`config.mk`:
```
export PLATFORM = sky130hd
export DESIGN_NAME = scl_clock_gen
export DESIGN_NICKNAME = d
export VERILOG_FILES = /design/src/rtl/scl_gen_pkg.sv /design/src/rtl/scl_cfg_check.sv /design/src/rtl/scl_phase_calc.sv /design/src/rtl/scl_clock_gen.sv
export SDC_FILE = /design/constraint.sdc
export NUM_CORES = 1
export LEC_CHECK = 0
export ABC_AREA = 0
export BUFFER_PORTS_ARGS = -buffer_cell sky130_fd_sc_hd__buf_2
export CAP_MARGIN = 10
export CORE_MARGIN = 4
export CORE_UTILIZATION = 55
export CTS_BUF_LIST = sky130_fd_sc_hd__clkbuf_8
export CTS_CLUSTER_SIZE = 30
export DETAILED_ROUTE_END_ITERATION = 10
export GPL_TIMING_DRIVEN = 0
export PLACE_DENSITY_LB_ADDON = 0.12
export SLEW_MARGIN = 20
export SYNTH_ARGS = -nofsm -noshare
export SYNTH_HDL_FRONTEND = slang
export SYNTH_HIERARCHICAL = 1
export SYNTH_SLANG_ARGS = --single-unit
```
`constraint.sdc`:
```
create_clock -name clk -period 2.25 [get_ports clk]
set_input_delay 0.225 -clock clk [delete_from_list [all_inputs] [get_ports clk]]
set_output_delay 0.225 -clock clk [all_outputs]
set_load 0.02 [all_outputs]
```
`src/rtl/scl_gen_pkg.sv`:
```
package scl_gen_pkg;

    typedef enum logic [1:0] {
        PH_IDLE = 2'd0,
        PH_LOW  = 2'd1,
        PH_RISE = 2'd2,
        PH_HIGH = 2'd3
    } scl_phase_e;

endpackage

```
`src/rtl/scl_cfg_check.sv`:
```
module scl_cfg_check #(
    parameter int FREQ_W   = 6,
    parameter int FREQ_MIN = 2,
    parameter int FREQ_MAX = 42
) (
    input  logic [FREQ_W-1:0] freq_mhz,
    output logic              cfg_ok
);
    localparam logic [FREQ_W-1:0] LO_V = FREQ_W'(FREQ_MIN);
    localparam logic [FREQ_W-1:0] HI_V = FREQ_W'(FREQ_MAX);

    always_comb begin
        cfg_ok = (freq_mhz >= LO_V) && (freq_mhz <= HI_V);
    end
endmodule

```
`src/rtl/scl_phase_calc.sv`:
```
module scl_phase_calc #(
    parameter int DIV_W    = 12,
    parameter int CNT_W    = 16,
    parameter int MIN_STD  = 4,
    parameter int MIN_FAST = 1
) (
    input  logic [DIV_W-1:0] div_val,
    input  logic             fast_mode,
    input  logic             duty_16_9,
    output logic [CNT_W-1:0] low_ticks,
    output logic [CNT_W-1:0] high_ticks
);
    localparam logic [DIV_W-1:0] STD_FLOOR  = DIV_W'(MIN_STD);
    localparam logic [DIV_W-1:0] FAST_FLOOR = DIV_W'(MIN_FAST);

    logic [DIV_W-1:0] eff_div;
    logic [CNT_W-1:0] eff_ext;

    always_comb begin
        if (fast_mode) begin
            eff_div = (div_val < FAST_FLOOR) ? FAST_FLOOR : div_val;
        end else begin
            eff_div = (div_val < STD_FLOOR) ? STD_FLOOR : div_val;
        end
        eff_ext = CNT_W'(eff_div);

        if (!fast_mode) begin
            low_ticks  = eff_ext;
            high_ticks = eff_ext;
        end else if (duty_16_9) begin
            low_ticks  = eff_ext << 4;
            high_ticks = (eff_ext << 3) + eff_ext;
        end else begin
            low_ticks  = eff_ext << 1;
            high_ticks = eff_ext;
        end
    end
endmodule

```
`src/rtl/scl_clock_gen.sv`:
```
module scl_clock_gen #(
    parameter int DIV_W    = 12,
    parameter int FREQ_W   = 6,
    parameter int RISE_W   = 6,
    parameter int FREQ_MIN = 2,
    parameter int FREQ_MAX = 42,
    parameter int MIN_STD  = 4,
    parameter int MIN_FAST = 1
) (
    input  logic              clk,
    input  logic              rst_n,
    input  logic              enable,
    input  logic [DIV_W-1:0]  div_val,
    input  logic              fast_mode,
    input  logic              duty_16_9,
    input  logic [FREQ_W-1:0] freq_mhz,
    input  logic [RISE_W-1:0] rise_ticks,
    input  logic              scl_in,
    output logic              scl_pull_low,
    output logic              clk_active,
    output logic              fall_stb,
    output logic              rise_stb
);
    import scl_gen_pkg::*;

    // 16x multiplier of the low phase needs four extra counter bits
    localparam int CNT_W = DIV_W + 4;
    localparam logic [CNT_W-1:0] ONE = CNT_W'(1);

    typedef struct packed {
        scl_phase_e       phase;
        logic [CNT_W-1:0] cnt;
        logic             fall_stb;
        logic             rise_stb;
    } gen_state_t;

    gen_state_t       st_d, st_q;
    logic             cfg_ok;
    logic [CNT_W-1:0] low_ticks, high_ticks;

    scl_cfg_check #(
        .FREQ_W  (FREQ_W),
        .FREQ_MIN(FREQ_MIN),
        .FREQ_MAX(FREQ_MAX)
    ) i_cfg (
        .freq_mhz(freq_mhz),
        .cfg_ok  (cfg_ok)
    );

    scl_phase_calc #(
        .DIV_W   (DIV_W),
        .CNT_W   (CNT_W),
        .MIN_STD (MIN_STD),
        .MIN_FAST(MIN_FAST)
    ) i_calc (
        .div_val   (div_val),
        .fast_mode (fast_mode),
        .duty_16_9 (duty_16_9),
        .low_ticks (low_ticks),
        .high_ticks(high_ticks)
    );

    always_comb begin
        st_d          = st_q;
        st_d.fall_stb = 1'b0;
        st_d.rise_stb = 1'b0;
        case (st_q.phase)
            PH_IDLE: begin
                if (enable && cfg_ok) begin
                    st_d.phase    = PH_LOW;
                    st_d.cnt      = low_ticks - ONE;
                    st_d.fall_stb = 1'b1;
                end
            end
            PH_LOW: begin
                if (st_q.cnt == '0) begin
                    st_d.phase = PH_RISE;
                    st_d.cnt   = CNT_W'(rise_ticks);
                end else begin
                    st_d.cnt = st_q.cnt - ONE;
                end
            end
            PH_RISE: begin
                if (st_q.cnt != '0) begin
                    st_d.cnt = st_q.cnt - ONE;
                end else if (scl_in) begin
                    st_d.phase    = PH_HIGH;
                    st_d.cnt      = high_ticks - ONE;
                    st_d.rise_stb = 1'b1;
                end
            end
            PH_HIGH: begin
                if (st_q.cnt != '0) begin
                    st_d.cnt = st_q.cnt - ONE;
                end else if (enable && cfg_ok) begin
                    st_d.phase    = PH_LOW;
                    st_d.cnt      = low_ticks - ONE;
                    st_d.fall_stb = 1'b1;
                end else begin
                    st_d.phase = PH_IDLE;
                    st_d.cnt   = '0;
                end
            end
            default: begin
                st_d.phase = PH_IDLE;
                st_d.cnt   = '0;
            end
        endcase
    end

    always_ff @(posedge clk or negedge rst_n) begin
        if (!rst_n) begin
            st_q <= '{phase: PH_IDLE, cnt: '0, fall_stb: 1'b0, rise_stb: 1'b0};
        end else begin
            st_q <= st_d;
        end
    end

    assign scl_pull_low = (st_q.phase == PH_LOW);
    assign clk_active   = (st_q.phase != PH_IDLE);
    assign fall_stb     = st_q.fall_stb;
    assign rise_stb     = st_q.rise_stb;

    // strobes last a single cycle
    a_r10_fall_single: assert property (@(posedge clk) disable iff (!rst_n)
        fall_stb |=> !fall_stb);
    a_r10_rise_single: assert property (@(posedge clk) disable iff (!rst_n)
        rise_stb |=> !rise_stb);
    // fall strobe coincides with SCL being driven low
    a_r10_fall_with_pull: assert property (@(posedge clk) disable iff (!rst_n)
        fall_stb |-> scl_pull_low);
    // a high phase starts only after the line was seen high
    a_r7_rise_needs_line: assert property (@(posedge clk) disable iff (!rst_n)
        $rose(rise_stb) |-> $past(scl_in));
    // no high phase while the rise window is still open
    a_r6_window_respected: assert property (@(posedge clk) disable iff (!rst_n)
        (st_q.phase == PH_RISE && st_q.cnt != '0) |=> !rise_stb);
    // SCL is only pulled low for a new period with a legal frequency code
    a_r8_start_needs_cfg: assert property (@(posedge clk) disable iff (!rst_n)
        $rose(scl_pull_low) |-> $past(cfg_ok && enable));
    // the clock stops with SCL released
    a_r9_stop_released: assert property (@(posedge clk) disable iff (!rst_n)
        $fell(clk_active) |-> (!scl_pull_low && !$past(scl_pull_low)));
endmodule

```
# [Word level (Yosys, flattened, before mapping)]
# Index checks and enable logic that the tools add are counted.
[classes] addsub=4 magnitude_cmp=4 n_eq_ne=9 muxes=23 reduce_logical=8
[op_table] op="$mux W16" n=7
[op_table] op="$pmux W18 S4" n=1
[op_table] op="$sub A16 B1 Y16 const B" n=3
[op_table] op="$mux W12" n=3
[op_table] op="$mux W19" n=1
[op_table] op="$mux W18" n=1
[op_table] op="$mux W17" n=1
[op_table] op="$add A15 B12 Y16" n=1
[op_table] op="$logic_not A16 Y1" n=1
[op_table] op="$reduce_bool A16 Y1" n=1
[op_table] op="$lt A12 B1 Y1 const B" n=1
[op_table] op="$lt A12 B3 Y1 const B" n=1
[op_table] op="$ne A2 B2 Y1 const B" n=4
[op_table] op="$ge A6 B2 Y1 const B" n=1
[op_table] op="$le A6 B6 Y1 const B" n=1
[op_table] op="$mux W2" n=3
[op_table] op="$mux W1" n=5
[op_table] op="$reduce_and A5 Y1" n=1
[op_table] op="$eq A2 B2 Y1 const B" n=2
[op_table] op="$ne A3 B3 Y1 const B" n=1
[op_table] op="$eq A2 B1 Y1 const B" n=1
[op_table] op="$logic_and A1 B1 Y1" n=2
[op_table] op="$logic_not A2 Y1" n=1
[op_table] op="$ne A2 B1 Y1 const B" n=1
[op_table] op="other kinds (3)" n=3
[totals] ff_bits=20 inputBits=30 output_inout_bits=4 wordCells=52

# [Depth between registers and ports, before layout]
# Gate-level depths: netlist of the first run.
[depth] ltp_word=10 depth_mapped=17 ltp_nobuf=16

# [Cells and area by module]
# The synthesis of the first run kept the hierarchy.
[by_module_without_submodules] module="scl_clock_gen" instances=1 cells_per_inst=291 area_per_inst_um2=2280.9 seq_area_each_um2=500.5
[by_module_without_submodules] module="scl_phase_calc" instances=1 cells_per_inst=162 area_per_inst_um2=1028.5 seq_area_each_um2=0.0
[by_module_without_submodules] module="scl_cfg_check" instances=1 cells_per_inst=5 area_per_inst_um2=27.5 seq_area_each_um2=0.0

# [Least setup slack after synthesis of the first run]
# No wires, ideal clock.
[synth_path] path_kind="input -> register" start="input port div_val[8]" end="register st_q[17] (netlist name)" setup_time_ns=0.139 arrival_ns=3.756 required_time_ns=2.111 setup_slack_ns=-1.645 cell_stages=17 n_path_buf=1 path_cell_list="buf_6 > nor4_1 > and3_1 > nor2b_1 > nor2_1 > ha_1 > fa_1 > a211oi_2 > o21bai_2 > a31oi_1 > or3_1 > a31oi_1 > nor4_1 > nand2_1 > o31a_1 > nor3_1 > o221ai_1"
[synth_via] elab_chain_cells=10 word_cells_on_any_way=18 classes_between="add/sub: 3; order compare: 2; mux: 13"
[synth_lines] item="from (decl)" line="scl_clock_gen.sv:13" source="input logic [DIV_W-1:0] div_val,"
[synth_lines] item="$lt A12 B3 Y1 or $lt A12 B1 Y1 (tied branches)" line="scl_phase_calc.sv:23, scl_phase_calc.sv:21"
[synth_lines] item="$mux W12 (on tied branches)" line="scl_phase_calc.sv:23, scl_phase_calc.sv:21"
[synth_lines] item="$mux W12 *" line="scl_phase_calc.sv:20" source="if (fast_mode) begin"
[synth_lines] item="$add A15 B12 Y16" line="scl_phase_calc.sv:32" source="high_ticks = (eff_ext << 3) + eff_ext;"
[synth_lines] item="$mux W16" line="scl_phase_calc.sv:30" source="end else if (duty_16_9) begin"
[synth_lines] item="$mux W16 *" line="scl_phase_calc.sv:27" source="if (!fast_mode) begin"
[synth_lines] item="via high_ticks[0]" line="scl_clock_gen.sv:39" source="logic [CNT_W-1:0] low_ticks, high_ticks;"
[synth_lines] item="$sub A16 B1 Y16 *" line="scl_clock_gen.sv:88" source="st_d.cnt = high_ticks - ONE;"
[synth_lines] item="$mux W18 *" line="scl_clock_gen.sv:86" source="end else if (scl_in) begin"
[synth_lines] item="$mux W16 *" line="scl_clock_gen.sv:84" source="if (st_q.cnt != '0) begin"
[synth_lines] item="$pmux W18 S4 *" line="scl_clock_gen.sv:67" source="case (st_q.phase)"
[synth_lines] item="to (signal assigned)" line="scl_clock_gen.sv:113" source="st_q <= '{phase: PH_IDLE, cnt: '0, fall_stb: 1'b0, rise_stb: 1'b0};"
[synth_lines] item="to (signal assigned)" line="scl_clock_gen.sv:115" source="st_q <= st_d;"
[synth_lines] item="to (decl)" line="scl_clock_gen.sv:37" source="gen_state_t st_d, st_q;"
# Mark *: on every way through the listed nets, which the timed path passes. The rest lies on a longest branch. The select of a mux whose other input is x is not followed.
# A chain may end at the register's enable or synchronous reset.

# [Final worst setup path of the first run]
[layout_path] start="input port div_val[6]" end="register st_q[10] (netlist name)"
# Same word-level chain as after synthesis.

==> results.cfg, run 1 <==
[timing]
setup_viol = 14
slew_headroom_pct = 53.3
rsz0062_at_grt = true
skew_ps = 2.66
drv_slew = 0
fmax_ghz = 0.285
worstMarginPinSlew_ps = 698
final.period_utilization_pct = 156
hold_viol = 0
layout_min_cycle_time_ps = 3510
whs_ps = 184
fin_ws_ps = -1260

[clock_network]
cts.sinks = 20
insertion_delay_ps = 260
tritoncts = done
clkTransAtPathRegs_ps = 80
cts-buffers-inserted = 3
cts_root_buffer = clkbuf_8
cts_max_level = 1
clk_path_buf_depth = 2

[die]
initial_utilization_pct = 56.4
dieArea_mm2 = 0.00738
rows = 28
ioPinCount = 34
die_x_um = 85.9
die_h_um = 85.9
core_area_mm2 = 0.00592

[pwr]
irDropWorstVdd_v = 0.000807
total_power_mw = 3.67
powerDensity_mw_per_mm2 = 841
leakage_nw = 1.71

[detailed_routing]
detail-route-antenna-nets = 0
post_drt_wl_per_cell_um = 18.8
drc = 0
wl_met1_um = 4390
dr.pass1.iters = 5
met3_length_um = 862
drt_iter0_drc = 351
dr_wl_met2_um = 5320
routed_wl_um = 11100
highest_layer = met4
vias = 3903
via_per_inst = 6.58

[setup_path]
critical_path_buf_inv_count = 4
r2r_setup_slack_ps = -160
cpLargestDelayFamily = simple AND/OR/NAND/NOR gates
worst_setup_path_end_kind = flop
ff2ff_path_depth = 6
worst_ep_arrival_time_ps = 3700
critPathLaunchType = input pin
worstReg2RegEnd = st_q[6]$_DFFE_PN0P_
required_ps = 2440
cp_max_fo = 3
path_class = input pin to flop
path_cells = buf_12 -> nor4_4 -> and3_4 -> nor2b_4 -> nor2_4 -> ha_4 -> fa_2 -> buf_4 -> buf_6 -> xnor2_2 -> o21ai_2 -> or4_4 -> buf_6 -> or4_4 -> a21oi_2 -> o21ai_1 -> a21oi_1
critPathMaxStageDelay_ps = 550
rr_startpoint = st_q[12]$_DFFE_PN0P_
critical-path-slowest-cell = or4_4

[layout]
regArea_um2 = 500
final_common_cell = nand2_1
finalInstanceArea_mm2 = 0.00437
diodes = 0
layout_common_cells = nand2_1 (36), nor2_1 (35), buf_2 (30), a21oi_1 (27), buf_4 (24)
nFillCells = 455
multi_input_area_mm2 = 0.00304
fin_cells = 593
layout-drive-gt1-share_pct = 31.3
area_delta_synth_final_pct = 30.9
nNetsFinal = 566

[logic_synthesis]
synthesis.area_mm2 = 0.00334
synth_nets = 504
yosysWarnings = 6
ys_types = 71
synth_edf_count = 0
synthArstFlopShare_pct = 100
yosysSeqAreaShare_pct = 15.0
synth_flop_cell = dfrtp_1
yosys_register_bits = 20
syn_area_per_cell_um2 = 7.29
synthCells = 458

[global_route]
grt_overflow = 0
grt_max_degree = 21
grt_pass1_wl_um = 17100
grt_pass1_vias = 3661
grt_usage_pct = 28.7
antenna_found_initial = 0

[hold_path]
whs_path_depth = 3
holdCritStartpoint = scl_in
worst_hold_path.endpoint = rise_stb$_DFF_PN0_
hold_path_class = input pin to flop

[job]
max-cap-violations = 0

[status]
status = finished with violations
failed_checks = negative setup slack

[place]
numPlacedInstances = 560
placed_area_mm2 = 0.00367
globalplace.congestion = 0.903
port_buffers = 27
pre_cts_ws_ps = -1640
hpwl_um = 7880
==> cells by family after synthesis <==
| logic type | count (synthesis) | share of synthesized area [%] |
|---|---|---|
| fa+ha+maj | 17 | 6.56 |
| simple gates | 191 | 31.2 |
| buf+inv | 52 | 7.76 |
| flops | 20 | 15.0 |
| xor+xnor | 37 | 9.71 |
| mux | 15 | 4.69 |
| compound gates | 126 | 25.1 |
==> routing by layer <==
metal	vias up	track usage, %
li1	1829	-
met1	1774	34.5
met2	246	49.3
met3	54	2.31
met4	0	17.4
met5	-	0
==> cells in the mapped netlist (4+ instances only) <==
cell,n,area (µm²)
o221ai_1,4,35.0
o211ai_1,6,45.0
buf_6,4,45.0
a211oi_1,5,37.5
a21o_1,5,37.5
xor2_1,11,96.3
o21ai_0,25,125
and2_1,4,25.0
and3_1,5,31.3
nand2_1,37,139
nor3_1,19,95.1
or4_1,11,82.6
buf_2,7,35.0
nand4_1,9,56.3
mux2_2,5,56.3
xnor2_1,26,228
dfrtp_1,20,500
a21oi_1,33,165
nand3_1,13,65.1
ha_1,15,188
mux2i_1,10,100
nor4_1,12,75.1
a22oi_1,8,60.1
a31oi_1,8,50.1
nor3b_1,7,52.6
or3_1,12,75.1
o31ai_1,4,30.0
clkbuf_1,17,63.8
nor2_1,40,150
inv_1,18,67.6
==> registers in the layout (all words and copies together), names as in the netlist <==
name,flops
rise_stb,1
fall_stb,1
st_q,18
==> how the worst max path moves through the flow <==
stage | slack [ps] | start | cells past startpoint | end
after floorplan | -1190 | div_val[8] | 17 | st_q[17]$_DFFE_PN0P_
after global placement | -1590 | div_val[6] | 17 | st_q[17]$_DFFE_PN0P_
after detailed placement | -1640 | div_val[6] | 17 | st_q[17]$_DFFE_PN0P_
after CTS | -1220 | div_val[6] | 18 | st_q[16]$_DFFE_PN0P_
after global routing | -1450 | div_val[10] | 18 | st_q[14]$_DFFE_PN0P_
final | -1260 | div_val[6] | 17 | st_q[10]$_DFFE_PN0P_
==> stage by stage <==
step	setup TNS, ps	utilization, %
floorplan	-11460	-
global route	-15150	73.8
finish	-13220	73.8
global placement	-17550	62.0
detailed placement	-18410	62.0
CTS	-12080	69.5
==> cell type report <==
type / count / area share (%)
Buffer: 33 / 4.58
Timing Repair Buffer: 57 / 9.71
Tap cell: 75 / 2.15
Clock buffer: 3 / 0.946
Sequential cell: 20 / 11.5
Multi-Input combinational cell: 387 / 69.5
Inverter: 18 / 1.60
==> report_power, final <==
group | leakage (nW) | internal (mW) | switching (mW)
clock | 0.0216 | 0.120 | 0.129
combinational | 1.43 | 1.14 | 1.58
sequential | 0.261 | 0.497 | 0.210
==> worst reg2reg max path, stage by stage, from the launching register on <==
cell	delay (ps)
dfrtp_1	380
buf_6	130
or4_4	540
or4_4	500
nor4_4	420
a311oi_2	180
a31oi_1	180
==> timing repair <==
| action | 4_1_cts | 5_1_grt |
|---|---|---|
| resized for setup | 55 | 41 |
| endpoints found under the hold margin | 20 | 0 |
| pin swaps | 44 | 39 |
| hold buffers | 1 | 0 |
| gates cloned | 0 | 1 |
| setup buffers | 20 | 9 |
| setup endpoints to repair | 17 | 18 |
Power figures use the tool's default switching activity.
==> run 2: changes to the inputs <==
Settings changed: BUFFER_PORTS_ARGS -buffer_cell sky130_fd_sc_hd__buf_2 to default, DONT_BUFFER_PORTS from default to 1, PLACE_DENSITY from default to 0.73, PLACE_DENSITY_LB_ADDON 0.12 to default.
==> run 2 against run 1 <==
The flow still finishes with violations (negative setup slack). Sequential share of layout area is 0.29 points higher. Combinational power hardly changed. Non-clock buffer count is 19 lower. Final cell count is 3.2% lower. Via count is 2.8% lower. Register-to-register slack better by 20 ps. Critical endpoint is now st_q[17]$_DFFE_PN0P_.
==> results.cfg, run 2 (synthesized netlist as in run 1, its figures left out) <==
[layout]
layout-drive-gt1-share_pct = 28.1
regArea_um2 = 500
nNetsFinal = 546
area_delta_synth_final_pct = 27.6
largest_reg_flops = 18
fin_cells = 574
regMostFlops = st_q
layout_common_cells = buf_4 (38), nand2_1 (35), nor2_1 (35), a21oi_1 (27), xnor2_1 (22)
diodes = 0
final_common_cell = buf_4
multi_input_area_mm2 = 0.00302
nFillCells = 450

[global_route]
antenna_found_initial = 0
grt_pass1_wl_um = 17300
grt_overflow = 0
grt_pass1_vias = 3513
grt_max_degree = 21
grt_usage_pct = 28.6

[setup_path]
required_ps = 2390
worst_setup_path_end_kind = flop
critPathLaunchType = input pin
cpLargestDelayFamily = simple AND/OR/NAND/NOR gates
path_class = input pin to flop
path_cells = buf_8 -> nor4_4 -> and3_4 -> nor2b_4 -> nor2_4 -> ha_4 -> fa_2 -> a211oi_4 -> buf_6 -> o211ai_1 -> o211ai_2 -> mux2i_2 -> xnor2_2 -> nor3_2 -> nand2_1 -> o31a_1 -> nor3_2 -> o221ai_1
cp_max_fo = 4
critPathMaxStageDelay_ps = 390
r2r_setup_slack_ps = -140
critical_path_buf_inv_count = 2
critical-path-slowest-cell = fa_2
crit_top_cell = nor3_2
worst_ep_arrival_time_ps = 3590

[place]
globalplace.congestion = 0.905
numPlacedInstances = 533
hpwl_um = 7620
port_buffers = 0

[clock_network]
clk_path_buf_depth = 2
cts-buffers-inserted = 3
cts.sinks = 20
clkTransAtPathRegs_ps = 80
cts_root_buffer = clkbuf_8
cts_max_level = 1
tritoncts = done
insertion_delay_ps = 270

[status]
failed_checks = negative setup slack
status = finished with violations

[detailed_routing]
routed_wl_um = 10800
drc = 0
dr.pass1.iters = 5
vias = 3795
post_drt_wl_per_cell_um = 18.9
drt_iter0_drc = 392
detail-route-antenna-nets = 0
via_per_inst = 6.61

[pwr]
leakage_nw = 1.62
p_comb_share_pct = 73.0
p_int_mw = 1.84
seq_power_share_pct = 19.3
powerDensity_mw_per_mm2 = 879
total_power_mw = 3.74
swShare_pct = 50.7
irDropWorstVdd_v = 0.000755
p_sw_mw = 1.90
pwr-share-clk_pct = 7.7

[die]
die_x_um = 85.9
initial_utilization_pct = 56.4
rows = 28
die_h_um = 85.9
ioPinCount = 34
dieArea_mm2 = 0.00738
core_area_mm2 = 0.00592

[timing]
slew_headroom_pct = 36.7
hold_viol = 0
worstMarginPinSlew_ps = 946
final.period_utilization_pct = 154
skew_ps = 5.44
drv_slew = 0
fmax_ghz = 0.289
layout_min_cycle_time_ps = 3460
setup_viol = 13
rsz0062_at_grt = true
fin_ws_ps = -1210

[hold_path]
hold_path_class = input pin to flop

[job]
max-cap-violations = 0
run 2: changes by cell type in the layout (fill, tap and decap cells not counted), moves of 2 or more:
cell | previous run | this run
xnor2_1 | 19 | 22
buf_2 | 30 | 5
clkbuf_4 | 0 | 2
buf_6 | 15 | 6
xnor2_2 | 7 | 4
o21ai_2 | 4 | 2
buf_4 | 24 | 38
inv_2 | 4 | 1
o21ai_0 | 17 | 15
o21ai_1 | 6 | 10
inv_1 | 13 | 15
run 2: final timing paths:
| kind | to | startpoint | cells past startpoint |
|---|---|---|---|
| setup / recovery | st_q[17]$_DFFE_PN0P_ | div_val[8] | 18 |
| hold / removal | rise_stb$_DFF_PN0_ | scl_in | 2 |
| setup reg to reg | st_q[7]$_DFFE_PN0P_ | st_q[3]$_DFFE_PN0P_ | 7 |
| hold reg to reg | st_q[2]$_DFFE_PN0P_ | st_q[2]$_DFFE_PN0P_ | 2 |
| max in group asynchronous | st_q[16]$_DFFE_PN0P_ | rst_n | 1 |
| min in group asynchronous | st_q[18]$_DFFE_PN0P_ | rst_n | 1 |
run 2: stage by stage:
step           setup slack [ps]  TNS, ps  util (%)  hold slack [ps]  cell area, µm²
6_report                  -1210   -11080      71.9             54.6            4260
5_1_grt                   -1380   -13240      71.9             60.9            4260
4_1_cts                   -1200   -11130      65.2             55.3            3860
3_5_place_dp              -1670   -18940      59.7            -70.1            3530
3_3_place_gp              -1630   -18050      59.7            -70.1            3530
2_1_floorplan             -1190   -11460         -            -70.6            3440
run 2: area by class of cell:
cell class | count | area share, %
clock buffer | 4 | 1.29
buffer | 33 | 4.76
sequential | 20 | 11.8
tap | 75 | 2.20
multi-input combinational | 386 | 70.9
inverter | 18 | 1.73
timing repair buffer | 38 | 7.32
run 2: power groups by stage:
stage	Clock [mW]	Sequential (mW)	Combinational (mW)
floorplan	0	0.625	1.76
global placement	0	0.663	2.18
detailed placement	0	0.667	2.20
CTS	0.288	0.698	2.40
global route	0.301	0.735	2.95
finish	0.289	0.721	2.73
run 2: routing by layer:
layer / wire (µm) / track usage (%) / vias to the layer above
met4: 386 / 12.5 / 0
met1: 4360 / 36.4 / 1752
met5: 0 / 0 / -
met3: 773 / 2.79 / 37
met2: 5300 / 48.8 / 226
li1: - / - / 1780
run 2: what timing repair did:
item	in CTS	in global routing
buffers inserted	13	24
hold endpoints to repair	20	0
endpoints found under the setup margin	18	18
hold buffers	1	0
gates resized for setup	32	53
pin swaps	32	45
